<file path="config.mk">
export PLATFORM = sky130hd
export DESIGN_NAME = clkd_rx
export DESIGN_NICKNAME = d
export VERILOG_FILES = /design/src/rtl/clkd_rx_pkg.sv /design/src/rtl/clkd_rx_dp.sv /design/src/rtl/clkd_rx_ctrl.sv /design/src/rtl/clkd_rx.sv
export SDC_FILE = /design/constraint.sdc
export NUM_CORES = 1
export LEC_CHECK = 0
export BUFFER_PORTS_ARGS = -buffer_cell sky130_fd_sc_hd__buf_2
export CAP_MARGIN = 20
export CELL_PAD_IN_SITES_DETAIL_PLACEMENT = 1
export CELL_PAD_IN_SITES_GLOBAL_PLACEMENT = 1
export CORE_MARGIN = 1
export CORE_UTILIZATION = 30
export CTS_CLUSTER_SIZE = 14
export DETAILED_ROUTE_END_ITERATION = 8
export GPL_ROUTABILITY_DRIVEN = 0
export GPL_TIMING_DRIVEN = 1
export PLACE_DENSITY = 0.55
export SETUP_SLACK_MARGIN = 0.15
export SYNTH_ARGS = -nofsm -noshare
export SYNTH_HDL_FRONTEND = slang
export SYNTH_SLANG_ARGS = --single-unit
export TNS_END_PERCENT = 30
</file>
<file path="constraint.sdc">
create_clock -name clk -period 3.8 [get_ports clk]
set_input_delay 0.76 -clock clk [delete_from_list [all_inputs] [get_ports clk]]
set_output_delay 0.76 -clock clk [all_outputs]
set_load 0.1 [all_outputs]
</file>
<file path="src/rtl/clkd_rx_pkg.sv">
package clkd_rx_pkg;
  // Strobes from control to datapath
  typedef struct packed {
    logic shift;   // take one sampled bit
    logic clear;   // empty the shift register
    logic load;    // move assembled frame into the data register
  } rxStrobe_t;

  // Register select values
  localparam logic SEL_DATA = 1'b0;
  localparam logic SEL_CTRL = 1'b1;

  // Control/status bit positions
  localparam int EN_BIT   = 0;
  localparam int IE_BIT   = 1;
  localparam int OVR_BIT  = 6;
  localparam int FULL_BIT = 7;
endpackage

</file>
<file path="src/rtl/clkd_rx_dp.sv">
module clkd_rx_dp
  import clkd_rx_pkg::*;
#(
  parameter int DATA_W      = 8,
  parameter int SYNC_STAGES = 2
) (
  input  logic              clk,
  input  logic              rstN,
  input  logic              serClk,
  input  logic              serData,
  input  rxStrobe_t         strb,
  output logic              bitTick,
  output logic [DATA_W-1:0] rxData
);
  localparam int TOP = SYNC_STAGES - 1;

  logic [SYNC_STAGES-1:0] clkPipe;
  logic [SYNC_STAGES-1:0] dataPipe;
  logic                   clkLast;
  logic [DATA_W-1:0]      shiftReg;
  logic [DATA_W-1:0]      nextShift;

  // Synchronisers for the two asynchronous inputs
  generate
    if (SYNC_STAGES == 1) begin : g_single
      always_ff @(posedge clk or negedge rstN) begin
        if (!rstN) begin
          clkPipe  <= '0;
          dataPipe <= '0;
        end else begin
          clkPipe  <= serClk;
          dataPipe <= serData;
        end
      end
    end else begin : g_chain
      always_ff @(posedge clk or negedge rstN) begin
        if (!rstN) begin
          clkPipe  <= '0;
          dataPipe <= '0;
        end else begin
          clkPipe  <= {clkPipe[TOP-1:0], serClk};
          dataPipe <= {dataPipe[TOP-1:0], serData};
        end
      end
    end
  endgenerate

  always_ff @(posedge clk or negedge rstN) begin
    if (!rstN) clkLast <= 1'b0;
    else       clkLast <= clkPipe[TOP];
  end

  assign bitTick   = clkPipe[TOP] & ~clkLast;
  // LSB first: new bit enters at the top, earlier bits move down
  assign nextShift = {dataPipe[TOP], shiftReg[DATA_W-1:1]};

  always_ff @(posedge clk or negedge rstN) begin
    if (!rstN)           shiftReg <= '0;
    else if (strb.clear) shiftReg <= '0;
    else if (strb.shift) shiftReg <= nextShift;
  end

  always_ff @(posedge clk or negedge rstN) begin
    if (!rstN)          rxData <= '0;
    else if (strb.load) rxData <= nextShift;
  end

  // the data register changes only on a load strobe
  data_hold_chk: assert property (@(posedge clk) disable iff (!rstN)
    !strb.load |=> $stable(rxData));

  // a clear strobe leaves the shift register empty
  clear_empty_chk: assert property (@(posedge clk) disable iff (!rstN)
    strb.clear |=> shiftReg == '0);
endmodule

</file>
<file path="src/rtl/clkd_rx_ctrl.sv">
module clkd_rx_ctrl
  import clkd_rx_pkg::*;
#(
  parameter int DATA_W = 8
) (
  input  logic        clk,
  input  logic        rstN,
  input  logic        bitTick,
  input  logic        regWr,
  input  logic        regRd,
  input  logic        regSel,
  input  logic [7:0]  regWdata,
  output rxStrobe_t   strb,
  output logic        fullFlag,
  output logic        ovrFlag,
  output logic        rxEn,
  output logic        intEn
);
  localparam int CNT_W = (DATA_W > 1) ? $clog2(DATA_W) : 1;
  localparam logic [CNT_W-1:0] LAST_BIT = CNT_W'(DATA_W - 1);

  logic [CNT_W-1:0] bitCnt;
  logic             rdrRead;
  logic             active;
  logic             frameDone;
  logic             ctrlWr;
  logic             dataRd;
  logic [3:0]       unusedWbits;

  assign unusedWbits = regWdata[5:2];
  assign active    = rxEn & ~ovrFlag;
  assign frameDone = active & bitTick & (bitCnt == LAST_BIT);
  assign ctrlWr    = regWr & (regSel == SEL_CTRL);
  assign dataRd    = regRd & (regSel == SEL_DATA);

  always_comb begin
    strb.shift = active & bitTick;
    strb.clear = ~active;
    strb.load  = frameDone & ~fullFlag;
  end

  always_ff @(posedge clk or negedge rstN) begin
    if (!rstN)        bitCnt <= '0;
    else if (!active) bitCnt <= '0;
    else if (bitTick) bitCnt <= frameDone ? '0 : bitCnt + 1'b1;
  end

  always_ff @(posedge clk or negedge rstN) begin
    if (!rstN) begin
      rxEn  <= 1'b0;
      intEn <= 1'b0;
    end else if (ctrlWr) begin
      rxEn  <= regWdata[EN_BIT];
      intEn <= regWdata[IE_BIT];
    end
  end

  // Full flag: set by a frame transfer, cleared by write-0 after a read
  always_ff @(posedge clk or negedge rstN) begin
    if (!rstN)                                         fullFlag <= 1'b0;
    else if (strb.load)                                fullFlag <= 1'b1;
    else if (ctrlWr && !regWdata[FULL_BIT] && rdrRead) fullFlag <= 1'b0;
  end

  always_ff @(posedge clk or negedge rstN) begin
    if (!rstN)                                  rdrRead <= 1'b0;
    else if (strb.load)                         rdrRead <= 1'b0;
    else if (dataRd && fullFlag)                rdrRead <= 1'b1;
  end

  always_ff @(posedge clk or negedge rstN) begin
    if (!rstN)                               ovrFlag <= 1'b0;
    else if (frameDone && fullFlag)          ovrFlag <= 1'b1;
    else if (ctrlWr && !regWdata[OVR_BIT])   ovrFlag <= 1'b0;
  end


  ovr_needs_full_chk: assert property (@(posedge clk) disable iff (!rstN)
    $rose(ovrFlag) |-> $past(fullFlag));


  ovr_idle_chk: assert property (@(posedge clk) disable iff (!rstN)
    ovrFlag |-> bitCnt == '0);


  full_clear_chk: assert property (@(posedge clk) disable iff (!rstN)
    $fell(fullFlag) |-> $past(ctrlWr && rdrRead));


  disabled_idle_chk: assert property (@(posedge clk) disable iff (!rstN)
    !rxEn |=> bitCnt == '0);


  full_set_chk: assert property (@(posedge clk) disable iff (!rstN)
    $rose(fullFlag) |-> $past(bitTick && active));
endmodule

</file>
<file path="src/rtl/clkd_rx.sv">
module clkd_rx
  import clkd_rx_pkg::*;
#(
  parameter int DATA_W      = 8,
  parameter int SYNC_STAGES = 2
) (
  input  logic              clk,
  input  logic              rstN,
  input  logic              serClk,
  input  logic              serData,
  input  logic              regWr,
  input  logic              regRd,
  input  logic              regSel,
  input  logic [7:0]        regWdata,
  output logic [DATA_W-1:0] regRdata,
  output logic              rxiReq,
  output logic              eriReq,
  output logic              txHold
);
  rxStrobe_t         strb;
  logic              bitTick;
  logic [DATA_W-1:0] rxData;
  logic              fullFlag;
  logic              ovrFlag;
  logic              rxEn;
  logic              intEn;
  logic [DATA_W-1:0] statusWord;

  clkd_rx_dp #(.DATA_W(DATA_W), .SYNC_STAGES(SYNC_STAGES)) u_dp (
    .clk(clk), .rstN(rstN), .serClk(serClk), .serData(serData),
    .strb(strb), .bitTick(bitTick), .rxData(rxData)
  );

  clkd_rx_ctrl #(.DATA_W(DATA_W)) u_ctrl (
    .clk(clk), .rstN(rstN), .bitTick(bitTick),
    .regWr(regWr), .regRd(regRd), .regSel(regSel), .regWdata(regWdata),
    .strb(strb), .fullFlag(fullFlag), .ovrFlag(ovrFlag),
    .rxEn(rxEn), .intEn(intEn)
  );

  always_comb begin
    statusWord           = '0;
    statusWord[EN_BIT]   = rxEn;
    statusWord[IE_BIT]   = intEn;
    statusWord[OVR_BIT]  = ovrFlag;
    statusWord[FULL_BIT] = fullFlag;
  end

  assign regRdata = (regSel == SEL_CTRL) ? statusWord : rxData;
  assign rxiReq   = intEn & fullFlag;
  assign eriReq   = intEn & ovrFlag;
  assign txHold   = ovrFlag;


  req_gate_chk: assert property (@(posedge clk) disable iff (!rstN)
    (rxiReq || eriReq) |-> intEn);
endmodule

</file>
# After elaboration in Yosys (flattened, before gate mapping)
# Cells that the tools add are included.
# W data, S select, Z words.
[op_classes] addsub=1 n_eq_ne=3 mux=12 n_bitwise=13 n_reduce_logical=10
[ops] operator="$mux W8" count=3
[ops] operator="$and A1 B1 Y1" count=9
[ops] operator="$mux W3" count=3
[ops] operator="$mux W1" count=6
[ops] operator="$reduce_bool A2 Y1" count=3
[ops] operator="$logic_and A1 B1 Y1" count=5
[ops] operator="$not A1 Y1" count=4
[ops] operator="$add A3 B1 Y3 const B" count=1
[ops] operator="$eq A3 B3 Y1 const B" count=1
[ops] operator="$logic_not A1 Y1" count=2
[ops] operator="$ne A2 B1 Y1 const B" count=1
[ops] operator="$ne A2 B2 Y1 const B" count=1
[word_totals] regBits=29 inputBits=15 out_inout_bits=11 wordCells=50

# Depth between registers and ports, before layout
# Gate-level depths: netlist of the first run.
[depth] word_depth=7 mapped_depth=5 ltp_nobuf=4

# Hierarchy
# Synthesis of the first run repeated with hierarchy kept, for this count alone.
[unflattened] cells_unflattened=88 area_unflattened_um2=1252.5
[by_module_without_submodules] mod="clkd_rx_dp" n_inst=1 cells_each=45 area_each_um2=742.0 seq_area_each_um2=500.5
[by_module_without_submodules] mod="clkd_rx_ctrl" n_inst=1 cells_each=32 area_each_um2=391.6 seq_area_each_um2=200.2
[by_module_without_submodules] mod="clkd_rx" n_inst=1 cells_each=11 area_each_um2=118.9 seq_area_each_um2=0.0

# Worst setup path after synthesis of the first run
# Ideal clock, no wire load.
[synth_path] path_type="in2out" from="in regSel" to="out regRdata[2]" t_arrival_ns=2.268 required_time_ns=3.040 slack_ns=0.772 stages=2 path_buffers=1 path_cell_list="buf_2 nor2b_1"
[synth_between] elab_chain_cells=1
[synth_lines] element="start, declared" line="clkd_rx.sv:13" text="input logic regSel,"
[synth_lines] element="$mux W8" line="clkd_rx.sv:49" text="assign regRdata = (regSel == SEL_CTRL) ? statusWord : rxData;"
[synth_lines] element="end, declared" line="clkd_rx.sv:15" text="output logic [DATA_W-1:0] regRdata,"
# Every way passes these cells.

# Worst setup path after layout of the first run
[layout_path] from="in regSel" to="out regRdata[7]"
# Same word-level chain as after synthesis.

==> results of run 1 <==
worst reg2reg max path: stages (launching register included):
cell and delay (ps):
dfrtp_1 440, and4bb_1 590, nand3b_1 570, mux2_4 480
stage by stage:
stage               instances  util [%]  hold slack, ps  total power [mW]  instance area [sq um]
floorplan                  78         -             331             0.356                   1150
global placement          144      35.2             333             0.374                   1300
detailed placement        144      35.2             336             0.376                   1300
global route              148      37.1             379             0.633                   1370
CTS                       148      37.1             359             0.611                   1370
finish                    148      37.1             357             0.604                   1370
cell families (layout without fill, tap and decap cells):
family	Yosys count	count (layout)	share of synthesized area [%]
flops	28	28	60.7
simple gates	17	17	9.53
mux	14	14	16.3
compound gates	13	13	9.21
buf+inv	4	26	2.17
fa+ha+maj	2	2	2.17
sequential cells by signal, summed over array words and instances (netlist names):
signal and cells:
u_ctrl.rxEn 1, u_ctrl.intEn 1, u_dp.rxData 8, u_dp.shiftReg 7
u_dp.clkLast 1, u_dp.clkPipe 2, u_dp.dataPipe 2, u_ctrl.ovrFlag 1
u_ctrl.rdrRead 1, u_ctrl.fullFlag 1, u_ctrl.bitCnt 3
synthesized netlist by cell type:
cell,n
dfrtp_1,28
a22o_1,8
mux2_4,8
mux2_2,6
nor2b_1,5
nand2_1,4
and2_1,2
buf_2,2
ha_1,2
o21ai_0,2
a21o_1,1
a32o_1,1
and4bb_1,1
buf_6,1
inv_1,1
nand2b_1,1
nand3_1,1
nand3b_1,1
nor3b_1,1
nor3b_2,1
o2bb2ai_1,1
power by group through the flow:
stage,combinational [mW],sequential (mW),clock [mW]
4_1_cts,0.0555,0.314,0.241
5_1_grt,0.0588,0.316,0.258
3_3_place_gp,0.0543,0.320,0
3_5_place_dp,0.0553,0.320,0
2_1_floorplan,0.0379,0.318,0
6_report,0.0540,0.314,0.236
final cells by class:
cell class | instances | area, sq um | area share (%)
multi-input cells | 46 | 429 | 31.3
flip-flops and latches | 28 | 701 | 51.1
well taps | 48 | 60.1 | 4.38
clock inverters | 1 | 30.0 | 2.19
clock buffers | 3 | 41.3 | 3.01
repair buffers | 21 | 105 | 7.67
inverters | 1 | 3.75 | 0.274
layer usage:
layer / up-vias / GRT usage [%]
li1: 322 / -
met3: 2 / 2.14
met4: 0 / 6.82
met2: 11 / 19.7
met1: 363 / 16.5
met5: - / 0
worst paths after layout:
path	start	end	slack [ps]	cells after the start
setup / recovery	regSel	regRdata[7]	1380	3
hold / removal	u_dp.dataPipe[0]	u_dp.dataPipe[1]	360	0
setup reg to reg	u_ctrl.ovrFlag	u_dp.rxData[4]	1610	3
hold reg to reg	u_dp.dataPipe[0]	u_dp.dataPipe[1]	360	0
max in group asynchronous	rstN	u_ctrl.ovrFlag	2910	1
min in group asynchronous	rstN	u_ctrl.bitCnt[1]	490	1
==> impl_metrics.toml, run 1 <==
[status]
outcome = "complete, no violations"

[pwr]
switching_share_pct = 23.1
power-per-cell-area_nw_per_um2 = 441
switchingPower_mw = 0.140
p_leak_nw = 0.725
power.share.sequential_pct = 52.0
max-vdd-ir-drop_v = 0.000145
clockPowerShare_pct = 39.1
intPower_mw = 0.465
comb_power_share_pct = 8.9

[finish]
diodes = 0
syn2layout_area_growth_pct = 18.6
layout-drive-gt1-share_pct = 40.0
fin_nets = 118
n_fill_cell = 406
mostFrequentLayoutCell = "dfrtp_1"
layout.cells.most_common_list = "dfrtp_1 (28), buf_2 (21), mux2_4 (8), a22o_1 (8), mux2_2 (6)"

[timing]
maxSlewViolCount = 0
fin_crit_ps = 2420
finalHoldViolCount = 0
rsz0062_at_grt = "false"
tns_ps = 0
period_share_pct = 63.6
fmax_mhz = 414
setup_viol = 0
fin_ws_ps = 1380
timing.slew.headroom_pct = 55.4
fin_worst_skew_ps = 3.91
worstMarginPinSlew_ps = 667

[global_route]
grt_max_degree = 29
antenna_found_initial = 0
overflow = 0
grt_pass1_vias = 824
grt_util_all_layers_pct = 12.6
grt_pass1_wl_microns = 3910

[setup_path]
cp_slowest_cell = "mux2_2"
arrival_ps = 1660
critPathLaunchType = "input pin"
critical_path.endpoint_type = "primary output"
cp_common_cell = "buf_2"
crit_family = "buffers and inverters"
worstSetupPathType = "input pin to primary output"
required_ps = 3040
worst-path-buf-inv = 2
critical_path.max_stage_delay_ps = 380
worst-path-max-fanout = 10
cp_cell_sequence = "buf_2 -> mux2_2 -> buf_2"

[placement]
io_buffer_count = 21
place_hpwl_microns = 1470
dp_slack_ps = 1390

[route]
antenna_left = 0
vias = 698
wl_met2_microns = 1030
routed_wirelength_microns = 2130
routedWlPerCell_microns = 14.4
met1_length_microns = 1020
vias_per_cell = 4.72
drt_pre_antenna_iters = 4
route.met3.wl_microns = 67
drt_iter0_markers = 25
dr.max_layer_used = "met4"
drc = 0

[floorplan]
die_w_microns = 64.0
dieArea_sq_um = 4100
die_h_microns = 64.0
pin_count = 26
core_area_sq_um = 3690
row_count = 22
start_util_pct = 31.3

[clocking]
clk_latency_ps = 280
postCtsSetupRepairBufs = 0
cts.repair.resized = 0
htreeDepth = 1
holdBufCountCts = 0
cts_sinks = 28
cts_buffer_depth = 2
cts_root_buf = "clkbuf_8"
cts_tree = "yes"
path_clk_slew_ps = 100
cts_made_buffers = 3

[min_path]
hold_class = "flop to flop"

[synthesis]
avgSynthCellArea_sq_um = 14.8
yosys_warnings = 0
synth_top_area_share_pct = 60.7
syn_nets = 95
ys_ff_latch = 28
synth_area_leaders = "dfrtp_1 (61%), mux2_4 (10%), a22o_1 (6.1%)"
yosys.cell_types.count = 21
synthesis.area_sq_um = 1150
synthCells = 78
seq_area_frac_synth_pct = 60.7
synth_area_leader_cell = "dfrtp_1"

[run]
maxCapViolCount = 0
Note: power is estimated with default switching activity, not from simulation.
==> inputs of run 2 (changes only) <==
PLACE_DENSITY = 0.57   (was 0.55)
clock period = 2.2 ns   (was 3.8 ns; I/O delays follow)
==> run 2 against run 1 <==
Utilization up 0.41 points. Power up 73%. Clock-buffer cell count did not move. Global-route usage rose by 0.091 points. Register-to-register slack got worse by 980 ps. Critical path type is now flop to primary output. Clock power is 73% higher. Worst hold slack got worse by 190 ps. Clock skew is 6.3 ps higher.
==> impl_metrics.toml, run 2 (synthesis results as in run 1) <==
[route]
drt_pre_antenna_iters = 4
routed_wirelength_microns = 2130
antenna_left = 0
routedWlPerCell_microns = 14.2
vias_per_cell = 4.77
drc = 0
drt_iter0_markers = 23
vias = 716

[finish]
syn2layout_area_growth_pct = 19.9
mostFrequentLayoutCell = "dfrtp_1"
seq_area_sq_um = 701
final_cells = 150
largest_reg_flops = 8
fin_util_pct = 37.6
multi_input_area_sq_um = 429
diodes = 0
top_register = "u_dp.rxData"
layout-drive-gt1-share_pct = 41.2
reg.largest.list = "u_dp.rxData: 8 flops, u_dp.shiftReg: 7 flops, u_ctrl.bitCnt: 3 flops"
fin_nets = 120
layout.cells.most_common_list = "dfrtp_1 (28), buf_2 (21), mux2_4 (8), a22o_1 (8), mux2_2 (6)"
n_fill_cell = 413

[floorplan]
dieArea_sq_um = 4100
core_area_sq_um = 3690
pin_count = 26
die_h_microns = 64.0
die_w_microns = 64.0
row_count = 22
start_util_pct = 31.3

[pwr]
switching_share_pct = 23.1
switchingPower_mw = 0.242
comb_power_share_pct = 9.1
clockPowerShare_pct = 39.0
max-vdd-ir-drop_v = 0.000225
p_leak_nw = 0.735
p_total_mw = 1.05
power-per-cell-area_nw_per_um2 = 756
power.share.sequential_pct = 51.9
intPower_mw = 0.805

[global_route]
grt_pass1_vias = 781
grt_pass1_wl_microns = 3860
overflow = 0
grt_util_all_layers_pct = 12.7
antenna_found_initial = 0
grt_max_degree = 29

[timing]
fin_crit_ps = 1760
timing.slew.headroom_pct = 55.6
setup_viol = 0
fin_ws_ps = 438
maxSlewViolCount = 0
finalHoldViolCount = 0
worstMarginPinSlew_ps = 663
fin_worst_skew_ps = 10.2
fmax_mhz = 568
tns_ps = 0
rsz0062_at_grt = "false"
period_share_pct = 80.1

[setup_path]
worstSetupPathType = "flop to primary output"
r2r_slack_ps = 630
critical_path.endpoint_type = "primary output"
worst-path-max-fanout = 6
reg2reg_depth = 5
arrival_ps = 1320
required_ps = 1760
critPathLaunchType = "flop"

[placement]
placedCellCount = 146
io_buffer_count = 21
dp_slack_ps = 436

[clocking]
htreeDepth = 1
postCtsSetupRepairBufs = 0
cts_tree = "yes"
cts_root_buf = "clkbuf_8"
path_clk_slew_ps = 100
cts_sinks = 28
cts.repair.resized = 0
cts_made_buffers = 3
cts_buffer_depth = 2
holdBufCountCts = 0
clk_latency_ps = 280

[min_path]
hold_class = "input pin to asynchronous set/reset pin"

[status]
outcome = "complete, no violations"

[run]
maxCapViolCount = 0
-- run 2: cell count changes in the layout (fill, tap and decap cells not counted), sizes merged --
| cell | previous run | this run |
|---|---|---|
| buf | 21 | 23 |
-- run 2: power groups by stage --
stage	registers, mW	logic, mW	clock network, mW
final	0.543	0.0957	0.408
after global routing	0.547	0.105	0.450
after CTS	0.543	0.0978	0.414
after detailed placement	0.554	0.0973	0
after global placement	0.553	0.0953	0
after floorplan	0.549	0.0655	0
-- run 2: cell type report --
| cell class | count | area share, % |
|---|---|---|
| Clock buffer | 3 | 2.98 |
| Clock inverter | 1 | 2.17 |
| Inverter | 1 | 0.271 |
| Multi-Input combinational cell | 46 | 31.0 |
| Sequential cell | 28 | 50.6 |
| Tap cell | 48 | 4.34 |
| Timing Repair Buffer | 23 | 8.67 |
-- run 2: critical path: stages, from the launching register on --
cell and delay, ps:
dfrtp_1 440, mux2_2 190, buf_2 420
-- run 2: routing by layer --
layer / vias to the layer above / global-route usage, % / share of wire [%]
li1: 329 / - / -
met1: 371 / 16.8 / 48
met2: 12 / 19.7 / 47
met5: - / 0 / 0
met3: 4 / 2.68 / 2.7
met4: 0 / 5.97 / 1.7
-- run 2: worst paths after layout --
path,start,to
worst max-delay path,u_ctrl.ovrFlag,regRdata[6]
worst min-delay path,rstN,u_dp.shiftReg[4]
worst max register to register,u_ctrl.bitCnt[0],u_dp.rxData[3]
worst min register to register,u_dp.clkPipe[0],u_dp.clkPipe[1]
max in group asynchronous,rstN,u_dp.clkLast
min in group clk,serData,u_dp.dataPipe[0]
-- run 2: per-stage QoR --
| stage | hold WS [ps] | cell area [sq um] |
|---|---|---|
| after floorplan | 144 | 1150 |
| after global routing | 187 | 1390 |
| after detailed placement | 336 | 1310 |
| final | 164 | 1390 |
| after CTS | 185 | 1390 |
| after global placement | 333 | 1310 |
==> inputs of run 3 (changes only) <==
clock period = 1.47 ns   (was 2.2 ns; I/O delays follow)
==> run 3 against run 2 <==
Clock skew decreased by 5.4 ps. Largest power group unchanged. Worst hold slack got worse by 160 ps. Routed wire length grew 11%. Die area did not move. Critical path type is now flop to flop. The run now ends with negative setup slack left. Register-to-register slack lost 790 ps.
==> impl_metrics.toml, run 3 (synthesis results as in run 1) <==
[min_path]
hold_class = "input pin to asynchronous set/reset pin"

[timing]
tns_ps = -1700
maxSlewViolCount = 0
timing.slew.headroom_pct = 76.6
finalHoldViolCount = 0
fin_crit_ps = 1630
setup_viol = 14
rsz0062_at_grt = "true"
fmax_mhz = 613
period_share_pct = 111
worstMarginPinSlew_ps = 351
fin_worst_skew_ps = 4.78
fin_ws_ps = -162

[setup_path]
critPathLaunchType = "flop"
cp_cell_sequence = "buf_4 -> and4bb_1 -> nand3b_1 -> buf_12 -> mux2_4"
worst-path-max-fanout = 9
r2r_end = "u_dp.rxData[4]"
cp_slowest_cell = "dfrtp_4"
critical_path.endpoint_type = "flop"
r2r_slack_ps = -160
critical_path.max_stage_delay_ps = 500
worstSetupPathType = "flop to flop"
arrival_ps = 1800
r2r-start = "u_ctrl.ovrFlag"
reg2reg_depth = 5
required_ps = 1640

[floorplan]
die_h_microns = 64.0
core_area_sq_um = 3690
pin_count = 26
start_util_pct = 31.3
dieArea_sq_um = 4100
row_count = 22
die_w_microns = 64.0

[status]
outcome = "finished, violations left"
failed_checks = "negative setup slack"

[clocking]
cts_tree = "yes"
cts_buffer_depth = 2
cts_made_buffers = 3
cts_root_buf = "clkbuf_8"
htreeDepth = 1
holdBufCountCts = 0
cts_sinks = 28
clk_latency_ps = 280
path_clk_slew_ps = 90

[run]
maxCapViolCount = 0

[route]
antenna_left = 0
routedWlPerCell_microns = 14.6
vias = 766
vias_per_cell = 4.73
drt_iter0_markers = 12
routed_wirelength_microns = 2370
drt_pre_antenna_iters = 4
drc = 0

[placement]
dp_slack_ps = -27.1
place_hpwl_microns = 1570
placedCellCount = 153
io_buffer_count = 21

[pwr]
max-vdd-ir-drop_v = 0.000304
p_total_mw = 1.48
power-per-cell-area_nw_per_um2 = 871
p_leak_nw = 0.844

[finish]
mostFrequentLayoutCell = "dfrtp_1"
n_fill_cell = 385
layout-drive-gt1-share_pct = 53.5
largest_reg_flops = 8
layout.cells.most_common_list = "dfrtp_1 (27), mux2_4 (12), buf_12 (12)"
syn2layout_area_growth_pct = 47.5
final_cells = 162
seq_area_sq_um = 704
diodes = 0
multi_input_area_sq_um = 480
fin_nets = 132
top_register = "u_dp.rxData"
reg.largest.list = "u_dp.rxData: 8 flops, u_dp.shiftReg: 7 flops, u_ctrl.bitCnt: 3 flops"

[global_route]
grt_util_all_layers_pct = 12.8
overflow = 0
grt_pass1_wl_microns = 3890
grt_pass1_vias = 792
antenna_found_initial = 0
grt_max_degree = 29
==> run 3: changes by cell type in the layout (fill, tap and decap cells not counted), moves of 4 or more <==
cell and delta:
buf_4 +9, mux2_4 +4, nor2b_4 +4, buf_2 -11, buf_12 +12, nor2b_1 -4, mux2_2 -4
==> run 3: through the flow <==
| stage | area (sq um) | util [%] | hold slack, ps |
|---|---|---|---|
| floorplan | 1170 | - | -1.59 |
| global placement | 1500 | 40.6 | 315 |
| detailed placement | 1500 | 40.6 | 320 |
| CTS | 1660 | 45.0 | 11.6 |
| global route | 1700 | 46.2 | 30.8 |
| finish | 1700 | 46.2 | 1.23 |
==> run 3: power breakdown <==
part	total (mW)	internal (mW)	switching (mW)
clock network	0.473	0.240	0.233
registers	0.812	0.794	0.0175
logic	0.198	0.0856	0.112
total	1.48	1.12	0.363
==> run 3: metal layers <==
| metal | up-vias | routed length [microns] | part of all wire, % | global-route usage [%] |
|---|---|---|---|---|
| li1 | 351 | - | - | - |
| met1 | 399 | 1090 | 46 | 16.6 |
| met2 | 13 | 1180 | 50 | 21.0 |
| met3 | 3 | 73 | 3.1 | 2.14 |
| met4 | 0 | 32 | 1.4 | 5.11 |
| met5 | - | 0 | 0 | 0 |
==> run 3: how the worst max path moves through the flow <==
stage          cells after the start        endpoint           start  slack [ps]
2_1_floorplan                      4  u_dp.rxData[0]  u_ctrl.ovrFlag        -120
5_1_grt                            5  u_dp.rxData[5]  u_ctrl.ovrFlag        -200
4_1_cts                            3     regRdata[6]  u_ctrl.ovrFlag        -160
3_3_place_gp                       4  u_dp.rxData[5]  u_ctrl.ovrFlag          -5
6_report                           5  u_dp.rxData[4]  u_ctrl.ovrFlag        -160
3_5_place_dp                       4  u_dp.rxData[4]  u_ctrl.ovrFlag         -30
==> run 3: timing repair <==
item | in CTS | in global routing
pin swaps | 0 | 4
gates resized for setup | 22 | 6
setup buffers | 3 | 2
endpoints found under the hold margin | 0 | 0
setup endpoints to repair | 18 | 32
==> run 3: cell type report <==
class | count | share of cell area [%]
timing repair buffer | 35 | 23.4
sequential | 28 | 41.4
inverter | 1 | 0.220
clock buffer | 4 | 3.23
multi-input combinational | 46 | 28.2
tap | 48 | 3.53
==> run 3: critical path: cells and delay by family (launching register included) <==
family                 cells  cell delay, ps
flip-flops                 1             500
AND/OR/NAND/NOR            2             410
buffers and inverters      2             320
multiplexers               1             290
